--- config.mk ---
export PLATFORM = sky130hd
export DESIGN_NAME = chan_window_irq
export DESIGN_NICKNAME = d
export VERILOG_FILES = /design/src/rtl/cmpwin_pkg.sv /design/src/rtl/cmpwin_datapath.sv /design/src/rtl/cmpwin_ctrl.sv /design/src/rtl/chan_window_irq.sv
export SDC_FILE = /design/constraint.sdc
export NUM_CORES = 1
export LEC_CHECK = 0
export ABC_CLOCK_PERIOD_IN_PS = 1750
export BUFFER_PORTS_ARGS = -buffer_cell sky130_fd_sc_hd__buf_2
export CORE_MARGIN = 10
export CORE_UTILIZATION = 35
export DETAILED_ROUTE_END_ITERATION = 8
export PLACE_DENSITY = 0.63
export SYNTH_ARGS = -nofsm -noshare
export SYNTH_HDL_FRONTEND = slang
export SYNTH_SLANG_ARGS = --single-unit
--- constraint.sdc ---
create_clock -name clk -period 1.75 [get_ports clk]
set_input_delay 0.175 -clock clk [delete_from_list [all_inputs] [get_ports clk]]
set_output_delay 0.175 -clock clk [all_outputs]
set_load 0.02 [all_outputs]
--- src/rtl/cmpwin_pkg.sv ---
package cmpwin_pkg;
  // Result of evaluating one conversion against the window.
  typedef struct packed {
    logic eval;  // a targeted result was evaluated this cycle
    logic hit;   // the evaluation matched the selected mode
  } cmpEvt_t;
endpackage

--- src/rtl/cmpwin_datapath.sv ---
module cmpwin_datapath
  import cmpwin_pkg::*;
#(
  parameter int DATA_W = 10,
  parameter int NUM_CH = 6,
  parameter int IDX_W  = 3
) (
  input  logic              clk,
  input  logic              rst_n,
  input  logic              resValid,
  input  logic [IDX_W-1:0]  resChan,
  input  logic [DATA_W-1:0] resData,
  input  logic              loWr,
  input  logic              hiWr,
  input  logic [DATA_W-1:0] boundData,
  input  logic              maskWr,
  input  logic [NUM_CH-1:0] maskData,
  input  logic              modeWr,
  input  logic              modeData,
  output cmpEvt_t           evt
);
  localparam int CMP_IDX_W = IDX_W + 1;

  logic [DATA_W-1:0] loBound, hiBound;
  logic [NUM_CH-1:0] tgtMask;
  logic              insideMode;
  logic [NUM_CH-1:0] chanSel;
  logic              evalNow, belowLo, aboveHi, inWin;

  always_ff @(posedge clk or negedge rst_n) begin
    if (!rst_n) begin
      loBound    <= '0;
      hiBound    <= '0;
      tgtMask    <= '0;
      insideMode <= 1'b0;
    end else begin
      if (loWr)   loBound    <= boundData;
      if (hiWr)   hiBound    <= boundData;
      if (maskWr) tgtMask    <= maskData;
      if (modeWr) insideMode <= modeData;
    end
  end

  // One select term per channel: valid, index match and mask bit.
  for (genvar i = 0; i < NUM_CH; i++) begin : g_sel
    assign chanSel[i] = resValid && (resChan == IDX_W'(i)) && tgtMask[i];
  end

  always_comb begin
    evalNow  = |chanSel;
    belowLo  = resData < loBound;
    aboveHi  = resData > hiBound;
    inWin    = !belowLo && !aboveHi;
    evt.eval = evalNow;
    evt.hit  = evalNow && (insideMode ? inWin : !inWin);
  end

  // no evaluation without a valid strobe
  assert_no_eval_idle_R5: assert property (@(posedge clk) disable iff (!rst_n)
    !resValid |-> !evt.eval);

  // indices beyond the channel count are never compared
  assert_no_eval_bad_idx_R4: assert property (@(posedge clk) disable iff (!rst_n)
    ({1'b0, resChan} >= CMP_IDX_W'(NUM_CH)) |-> !evt.eval);

  // inverted window in inside mode never hits
  assert_inverted_inside_R9: assert property (@(posedge clk) disable iff (!rst_n)
    (loBound > hiBound && insideMode) |-> !evt.hit);

  // inverted window in outside mode hits every evaluated result
  assert_inverted_outside_R9: assert property (@(posedge clk) disable iff (!rst_n)
    (loBound > hiBound && !insideMode && evt.eval) |-> evt.hit);
endmodule

--- src/rtl/cmpwin_ctrl.sv ---
module cmpwin_ctrl
  import cmpwin_pkg::*;
(
  input  logic    clk,
  input  logic    rst_n,
  input  cmpEvt_t evt,
  input  logic    ienWr,
  input  logic    ienData,
  input  logic    flagClr,
  output logic    cmpFlag,
  output logic    cmpIrq
);
  logic ienReg;

  always_ff @(posedge clk or negedge rst_n) begin
    if (!rst_n) begin
      ienReg  <= 1'b0;
      cmpFlag <= 1'b0;
      cmpIrq  <= 1'b0;
    end else begin
      if (ienWr) ienReg <= ienData;
      // a new hit takes priority over a clear in the same cycle
      cmpFlag <= evt.hit || (cmpFlag && !flagClr);
      cmpIrq  <= evt.hit && ienReg;
    end
  end

  // a hit sets the flag at the next edge
  assert_hit_sets_flag_R6: assert property (@(posedge clk) disable iff (!rst_n)
    evt.hit |=> cmpFlag);

  // a clear without a concurrent hit drops the flag
  assert_clear_drops_flag_R7: assert property (@(posedge clk) disable iff (!rst_n)
    (flagClr && !evt.hit) |=> !cmpFlag);

  // flag rises only because of a hit
  assert_flag_rise_cause_R6: assert property (@(posedge clk) disable iff (!rst_n)
    $rose(cmpFlag) |-> $past(evt.hit));

  // an interrupt pulse traces back to an evaluated hit under enable
  assert_irq_cause_R8: assert property (@(posedge clk) disable iff (!rst_n)
    cmpIrq |-> ($past(evt.eval) && $past(evt.hit) && $past(ienReg)));

  // an enabled hit always pulses
  assert_irq_follows_hit_R8: assert property (@(posedge clk) disable iff (!rst_n)
    (evt.hit && ienReg) |=> cmpIrq);

  // pulse is accompanied by the flag
  assert_irq_with_flag_R8: assert property (@(posedge clk) disable iff (!rst_n)
    cmpIrq |-> cmpFlag);
endmodule

--- src/rtl/chan_window_irq.sv ---
module chan_window_irq
  import cmpwin_pkg::*;
#(
  parameter int DATA_W = 10,
  parameter int NUM_CH = 6,
  parameter int IDX_W  = (NUM_CH > 1) ? $clog2(NUM_CH) : 1
) (
  input  logic              clk,
  input  logic              rst_n,
  input  logic              resValid,
  input  logic [IDX_W-1:0]  resChan,
  input  logic [DATA_W-1:0] resData,
  input  logic              loWr,
  input  logic              hiWr,
  input  logic [DATA_W-1:0] boundData,
  input  logic              maskWr,
  input  logic [NUM_CH-1:0] maskData,
  input  logic              modeWr,
  input  logic              modeData,
  input  logic              ienWr,
  input  logic              ienData,
  input  logic              flagClr,
  output logic              cmpFlag,
  output logic              cmpIrq
);
  cmpEvt_t evt;

  cmpwin_datapath #(.DATA_W(DATA_W), .NUM_CH(NUM_CH), .IDX_W(IDX_W)) u_dp (
    .clk(clk), .rst_n(rst_n),
    .resValid(resValid), .resChan(resChan), .resData(resData),
    .loWr(loWr), .hiWr(hiWr), .boundData(boundData),
    .maskWr(maskWr), .maskData(maskData),
    .modeWr(modeWr), .modeData(modeData),
    .evt(evt)
  );

  cmpwin_ctrl u_ctrl (
    .clk(clk), .rst_n(rst_n), .evt(evt),
    .ienWr(ienWr), .ienData(ienData), .flagClr(flagClr),
    .cmpFlag(cmpFlag), .cmpIrq(cmpIrq)
  );

  // outputs idle right after reset
  assert_reset_idle_R1: assert property (@(posedge clk)
    $rose(rst_n) |-> (!cmpFlag && !cmpIrq));
endmodule

==> reports/metrics.yaml, run 1 <==
outcome: "completed"
synth_fa_ha_area_frac: 0.144
diodes: 0
overflow: 0
cts_inserted_buffers: 5
place_ws_ns: 0.0346
drive_gt1_frac: 0.293
ir_worst_vdd_v: 0.000587
p_leak_nw: 1.05
period_needed_ns: 1.64
finish.utilization: 0.468
synth_simple_gate_area_frac: 0.104
core_um2: 4470
arrival_ns: 1.87
synthXorXnorAreaFrac: 0
drc: 0
place_congestion: 0.761
hold_viol_final: 0
reg2reg_to: "u_ctrl.cmpFlag"
ctsRootBufferMaster: "clkbuf_8"
r2r-start: "u_dp.hiBound[9]"
synth_cell_types: 28
synth_edf_count: 0
slowest_stage: "dfrtp_1"
cp-start-kind: "flop"
die-width_um: 88.8
synth_largest_area_cell: "dfrtp_1"
wl_per_cell_um: 13.6
synth-compound-area-share: 0.150
synthCells: 167
ant_nets: 0
clk_latency_ns: 0.28
rows: 24
port_buffers: 41
routed_wl_um: 3640
worstPathRequired_ns: 1.97
yosysWarnings: 0
cts_sinks: 30
finClkSkew_ns: 0.00364
grt_pass1_wl_um: 6390
slew_violations: 0
fin_nets: 273
syn_area_um2: 1660
crit_end: "u_ctrl.cmpFlag"
cts_tree: "done"
synthesis.nets: 226
path_max_fanout: 3
first_pass_iters: 4
io_pins: 42
fp.dieH_um: 88.8
antenna_found_initial: 0
critPathLaunch: "u_dp.hiBound[9]"
ys_seq_area_frac: 0.454
synthMuxAreaShare: 0.0869
cp_cell_sequence: "inv_1 -> ha_1 -> a21oi_1 -> o21ai_0 -> o21a_1 -> o31a_1 -> nand2_1"
drv_cap: 0
htreeDepth: 2
grt_pass1_vias: 1474
grt.total_usage: 0.102
cts.path.max_buffers: 2
viasPerCell: 4.88
cts.clk_slew.worst_paths_ns: 0.06
path_class: "flop to flop"
dieArea_um2: 7880
layout_worst_path_cycle_share: 0.940
async_reset_ff_frac: 1.00
synth_top_family_by_area: "compound AO/OA/AOI/OAI gates"
ys.flop_type: "dfrtp_1"
nFillCells: 434
setup_viol: 0
synth_top_area_frac: 0.454
tightestPinTransition_ns: 0.691
dr.first_iter.drc_count: 37
hp-class: "primary input to flop"
avgSynthCellArea_um2: 9.91
synth_area_leaders: "dfrtp_1, ha_1, nand2_1"
initial_core_util: 0.370
ys_seq_elements: 30
timing.final.ws_setup_ns: 0.105
worst_setup_path_end_kind: "flop"
area_growth_pct: 26.5
reg2reg_slack_ns: 0.11
fmax_ghz: 0.608
rsz0062_at_grt: "yes"
grt_max_degree: 31
hpwl_um: 2900
r2r_cells: 7
slew_headroom: 0.539
slowest_delay_ns: 0.36
power_density_nw_per_um2: 969
vias: 1304
-- power breakdown --
group / switching, W / total [W] / internal [W] / leakage, nW
Clock: 0.000268 / 0.000875 / 0.000607 / 0.0714
Sequential: 0.0000233 / 0.000783 / 0.000759 / 0.363
Combinational: 0.000202 / 0.000372 / 0.000170 / 0.620
Total: 0.000493 / 0.00203 / 0.00154 / 1.05
-- repair_timing --
item	in CTS	in global routing
hold buffers	1	0
setup buffers	0	1
gates resized for setup	0	3
hold endpoints to repair	30	0
setup endpoints to repair	0	2
-- cell usage after synthesis (3+ instances only) --
| cell | n |
|---|---|
| o21ai_1 | 14 |
| inv_1 | 22 |
| dfrtp_1 | 30 |
| clkbuf_1 | 5 |
| o21ai_0 | 7 |
| nand4_1 | 4 |
| ha_1 | 19 |
| mux2_2 | 3 |
| mux2_1 | 6 |
| a21oi_1 | 10 |
| nand2_1 | 26 |
-- per-layer routing --
metal | global-route usage | part of all wire
met3 | 0.0671 | 0.12
met4 | 0.0279 | 0.0080
met2 | 0.156 | 0.42
met5 | 0 | 0
met1 | 0.115 | 0.45
-- how the worst min path moves through the flow --
stage / endpoint / cells past startpoint / startpoint
3_3_place_gp: u_ctrl.ienReg / 1 / rst_n
6_report: u_dp.insideMode / 2 / modeWr
4_1_cts: u_dp.insideMode / 2 / modeWr
2_1_floorplan: u_ctrl.cmpFlag / 0 / rst_n
3_5_place_dp: u_ctrl.ienReg / 1 / rst_n
5_1_grt: u_dp.insideMode / 2 / modeWr
-- layout by cell type (no fill, tap or decap), types with 3 or more instances in the layout --
master,instances
nand2_1,26
a21oi_1,9
inv_1,22
clkbuf_8,6
o21ai_0,7
buf_2,41
nand4_1,4
buf_4,3
dfrtp_1,30
o21ai_1,14
mux2_2,3
ha_1,19
mux2_1,6
-- state kept, by name, indices dropped and copies added (netlist names) --
signal / cells
u_dp.tgtMask: 6
u_dp.hiBound: 10
u_dp.loBound: 10
u_ctrl.cmpIrq: 1
u_ctrl.cmpFlag: 1
u_dp.insideMode: 1
u_ctrl.ienReg: 1
-- layout make-up --
type | count | area (µm²) | area share
Clock inverter | 2 | 60.1 | 0.0287
Tap cell | 52 | 65.1 | 0.0311
Timing Repair Buffer | 45 | 238 | 0.114
Multi-Input combinational cell | 110 | 816 | 0.389
Clock buffer | 6 | 82.6 | 0.0394
Sequential cell | 30 | 751 | 0.358
Inverter | 22 | 82.6 | 0.0394
-- per-stage QoR --
stage	area [µm²]	total power (W)	cells	TNS (ns)	hold WS, ns
after floorplan	1660	0.00102	167	0	-0.121
after global placement	1920	0.00115	257	0	0.267
after detailed placement	1920	0.00115	257	0	0.271
after CTS	2070	0.00204	266	0	0.0731
after global routing	2090	0.00215	267	-0.0165	0.0708
final	2090	0.00203	267	0	0.0785
-- logic make-up (layout without fill, tap and decap cells) --
group | count (synthesis) | in the layout
buf+inv | 27 | 75
simple gates | 38 | 38
mux | 12 | 12
fa+ha+maj | 19 | 19
flops | 30 | 30
compound gates | 41 | 41
-- critical path: cells and delay by family (launching register included) --
family                   cells  cell delay, ns
AO/OA/AOI/OAI                4            0.87
flip-flops                   1            0.36
adder cells (fa/ha/maj)      1            0.25
buffers and inverters        1            0.06
AND/OR/NAND/NOR              1            0.05
No activity file was read; power rests on OpenSTA's default activity.
==> run 2, diff against run 1 <==
--- a/config.mk
+++ b/config.mk
@@ -5,10 +5,11 @@
 export SDC_FILE = /design/constraint.sdc
 export NUM_CORES = 1
 export LEC_CHECK = 0
-export ABC_CLOCK_PERIOD_IN_PS = 1750
+export ABC_CLOCK_PERIOD_IN_PS = 1720
 export BUFFER_PORTS_ARGS = -buffer_cell sky130_fd_sc_hd__buf_2
 export CORE_MARGIN = 10
 export CORE_UTILIZATION = 35
+export CTS_CLUSTER_SIZE = 16
 export DETAILED_ROUTE_END_ITERATION = 8
 export PLACE_DENSITY = 0.63
 export SYNTH_ARGS = -nofsm -noshare
==> constraint.sdc (replaced) <==
create_clock -name clk -period 1.72 [get_ports clk]
set_input_delay 0.172 -clock clk [delete_from_list [all_inputs] [get_ports clk]]
set_output_delay 0.172 -clock clk [all_outputs]
set_load 0.02 [all_outputs]
==> run 2 against run 1 <==
Compared with the run above: sequential cell count is the same; largest power group unchanged; routed wire length up 7.6%; worst hold slack improved by 0.0034 ns.
==> reports/metrics.yaml, run 2 (synthesized netlist as in run 1, its figures left out) <==
slowest_stage: "dfrtp_1"
die-width_um: 88.8  # unchanged
setup_tns_ns: 0  # unchanged
pwr-share-comb: 0.201  # +0.018
antenna_found_initial: 0  # unchanged
io_pins: 42  # unchanged
initial_core_util: 0.370  # unchanged
slew_headroom: 0.549  # +0.0101
drv_cap: 0  # unchanged
ctsRootBufferMaster: "clkbuf_8"
final_cell_mix: "buf_2, dfrtp_1, nand2_1"
dr.first_iter.drc_count: 18  # -51%
routed_wl_um: 3910  # +7.6%
viasPerCell: 4.86  # -0.46%
ir_worst_vdd_v: 0.000574  # -2.2%
critPathTopFamily: "compound AO/OA/AOI/OAI gates"
mostFrequentLayoutCell: "buf_2"
layout_worst_path_cycle_share: 0.940  # about the same
path_max_fanout: 2  # -1
grt_pass1_wl_um: 6310  # -1.3%
cp_cell_sequence: "inv_1 -> ha_4 -> nand4_1 -> o31a_1 -> o21a_1 -> o31a_1 -> nand2_1"
arrival_ns: 1.84  # -0.03 ns
clk_latency_ns: 0.28  # about the same
fin_nets: 273  # unchanged
whs_ns: 0.0820  # +0.00341 ns
p_seq_frac: 0.378  # -0.008
wl_per_cell_um: 14.6  # +7.6%
hpwl_um: 2950  # +1.8%
power_density_nw_per_um2: 967  # -0.16%
p_leak_nw: 1.06  # +0.12%
p_switching_w: 0.000526  # +6.6%
grt_pass1_vias: 1464  # -0.68%
p_sw_frac: 0.249  # +0.00585
cts_tree: "done"
rsz0062_at_grt: "no"
crit_buf_inv: 1  # unchanged
port_buffers: 41  # unchanged
htreeDepth: 2  # unchanged
ant_nets: 0  # unchanged
slew_violations: 0  # unchanged
hp-class: "primary input to flop"
cpMostUsedCell: "o31a_1"
diodes: 0  # unchanged
place_congestion: 0.760  # -0.13%
area_growth_pct: 32.0
worstPathRequired_ns: 1.95  # -0.02 ns
instances_no_fill: 267  # unchanged
tightestPinTransition_ns: 0.676  # -0.0151 ns
outcome: "completed"
finClkSkew_ns: 0.00323  # -0.000415 ns
dieArea_um2: 7880  # unchanged
grt_max_degree: 31  # unchanged
fmax_ghz: 0.618  # +1.7%
core_um2: 4470  # unchanged
grt.total_usage: 0.103  # +0.000229
p_int_w: 0.00159  # +3.3%
drc: 0  # unchanged
period_needed_ns: 1.62  # -0.0278 ns
cts.clk_slew.worst_paths_ns: 0.07  # about the same
first_pass_iters: 4  # unchanged
power.clock.fraction: 0.422  # -0.009
cp-start-kind: "flop"
totalPowerFinal_w: 0.00211  # +4.1%
fp.dieH_um: 88.8  # unchanged
cts_sinks: 30  # unchanged
path_class: "flop to flop"
cts_inserted_buffers: 5  # unchanged
cts.path.max_buffers: 2  # unchanged
slowest_delay_ns: 0.32  # -0.04 ns
hold_viol_final: 0  # unchanged
overflow: 0  # unchanged
reg.largest.list: "u_dp.hiBound: 10 flops, u_dp.loBound: 10 flops, u_dp.tgtMask: 6 flops"
vias: 1298  # -0.46%
drive_gt1_frac: 0.349  # +0.0558
place_inst: 257  # unchanged
setup_viol: 0  # unchanged
worst_setup_path_end_kind: "flop"
rows: 24  # unchanged
## run 2: cell type report
class                   count  area (µm²)
fillers                   416        2290
multi-input cells         110         906
flip-flops and latches     30         751
repair buffers             45         238
clock buffers               6        82.6
inverters                  22        82.6
well taps                  52        65.1
clock inverters             2        60.1
## run 2: worst paths after layout
kind / start / end / slack (ns) / cells after the start
hold reg to reg: u_dp.tgtMask[5] / u_dp.tgtMask[5] / 0.48 / 1
hold / removal: modeWr / u_dp.insideMode / 0.08 / 2
setup reg to reg: u_dp.hiBound[8] / u_ctrl.cmpFlag / 0.10 / 7
max in group asynchronous: rst_n / u_dp.hiBound[3] / 0.82 / 2
setup / recovery: u_dp.hiBound[8] / u_ctrl.cmpFlag / 0.10 / 7
min in group asynchronous: rst_n / u_dp.insideMode / 0.46 / 2
## run 2: per-stage QoR
step / util / setup WS (ns) / cell area, µm²
3_5_place_dp: 0.430 / 0.0361 / 1920
4_1_cts: 0.464 / 0.00971 / 2070
3_3_place_gp: 0.430 / 0.0988 / 1920
6_report: 0.488 / 0.103 / 2180
2_1_floorplan: - / 0.146 / 1660
5_1_grt: 0.488 / 0.00156 / 2180
## run 2: what timing repair did
action / 4_1_cts / 5_1_grt
endpoints found under the setup margin: 0 / 2
setup buffers: 0 / 1
endpoints found under the hold margin: 30 / 0
gates resized for setup: 0 / 16
hold buffers: 1 / 0
## run 2: layer usage
metal  vias up  track usage  wire (µm)
li1        668            -          -
met1       588        0.116       1710
met4         0       0.0323         21
met2        38        0.154       1720
met5         -            0          0
met3         4       0.0680        458
## run 2: power by group through the flow
stage | Combinational [W] | Clock [W] | Sequential [W]
2_1_floorplan | 0.000229 | 0 | 0.000811
3_3_place_gp | 0.000357 | 0 | 0.000809
3_5_place_dp | 0.000364 | 0 | 0.000810
4_1_cts | 0.000369 | 0.000909 | 0.000798
5_1_grt | 0.000485 | 0.000947 | 0.000805
6_report | 0.000424 | 0.000891 | 0.000798
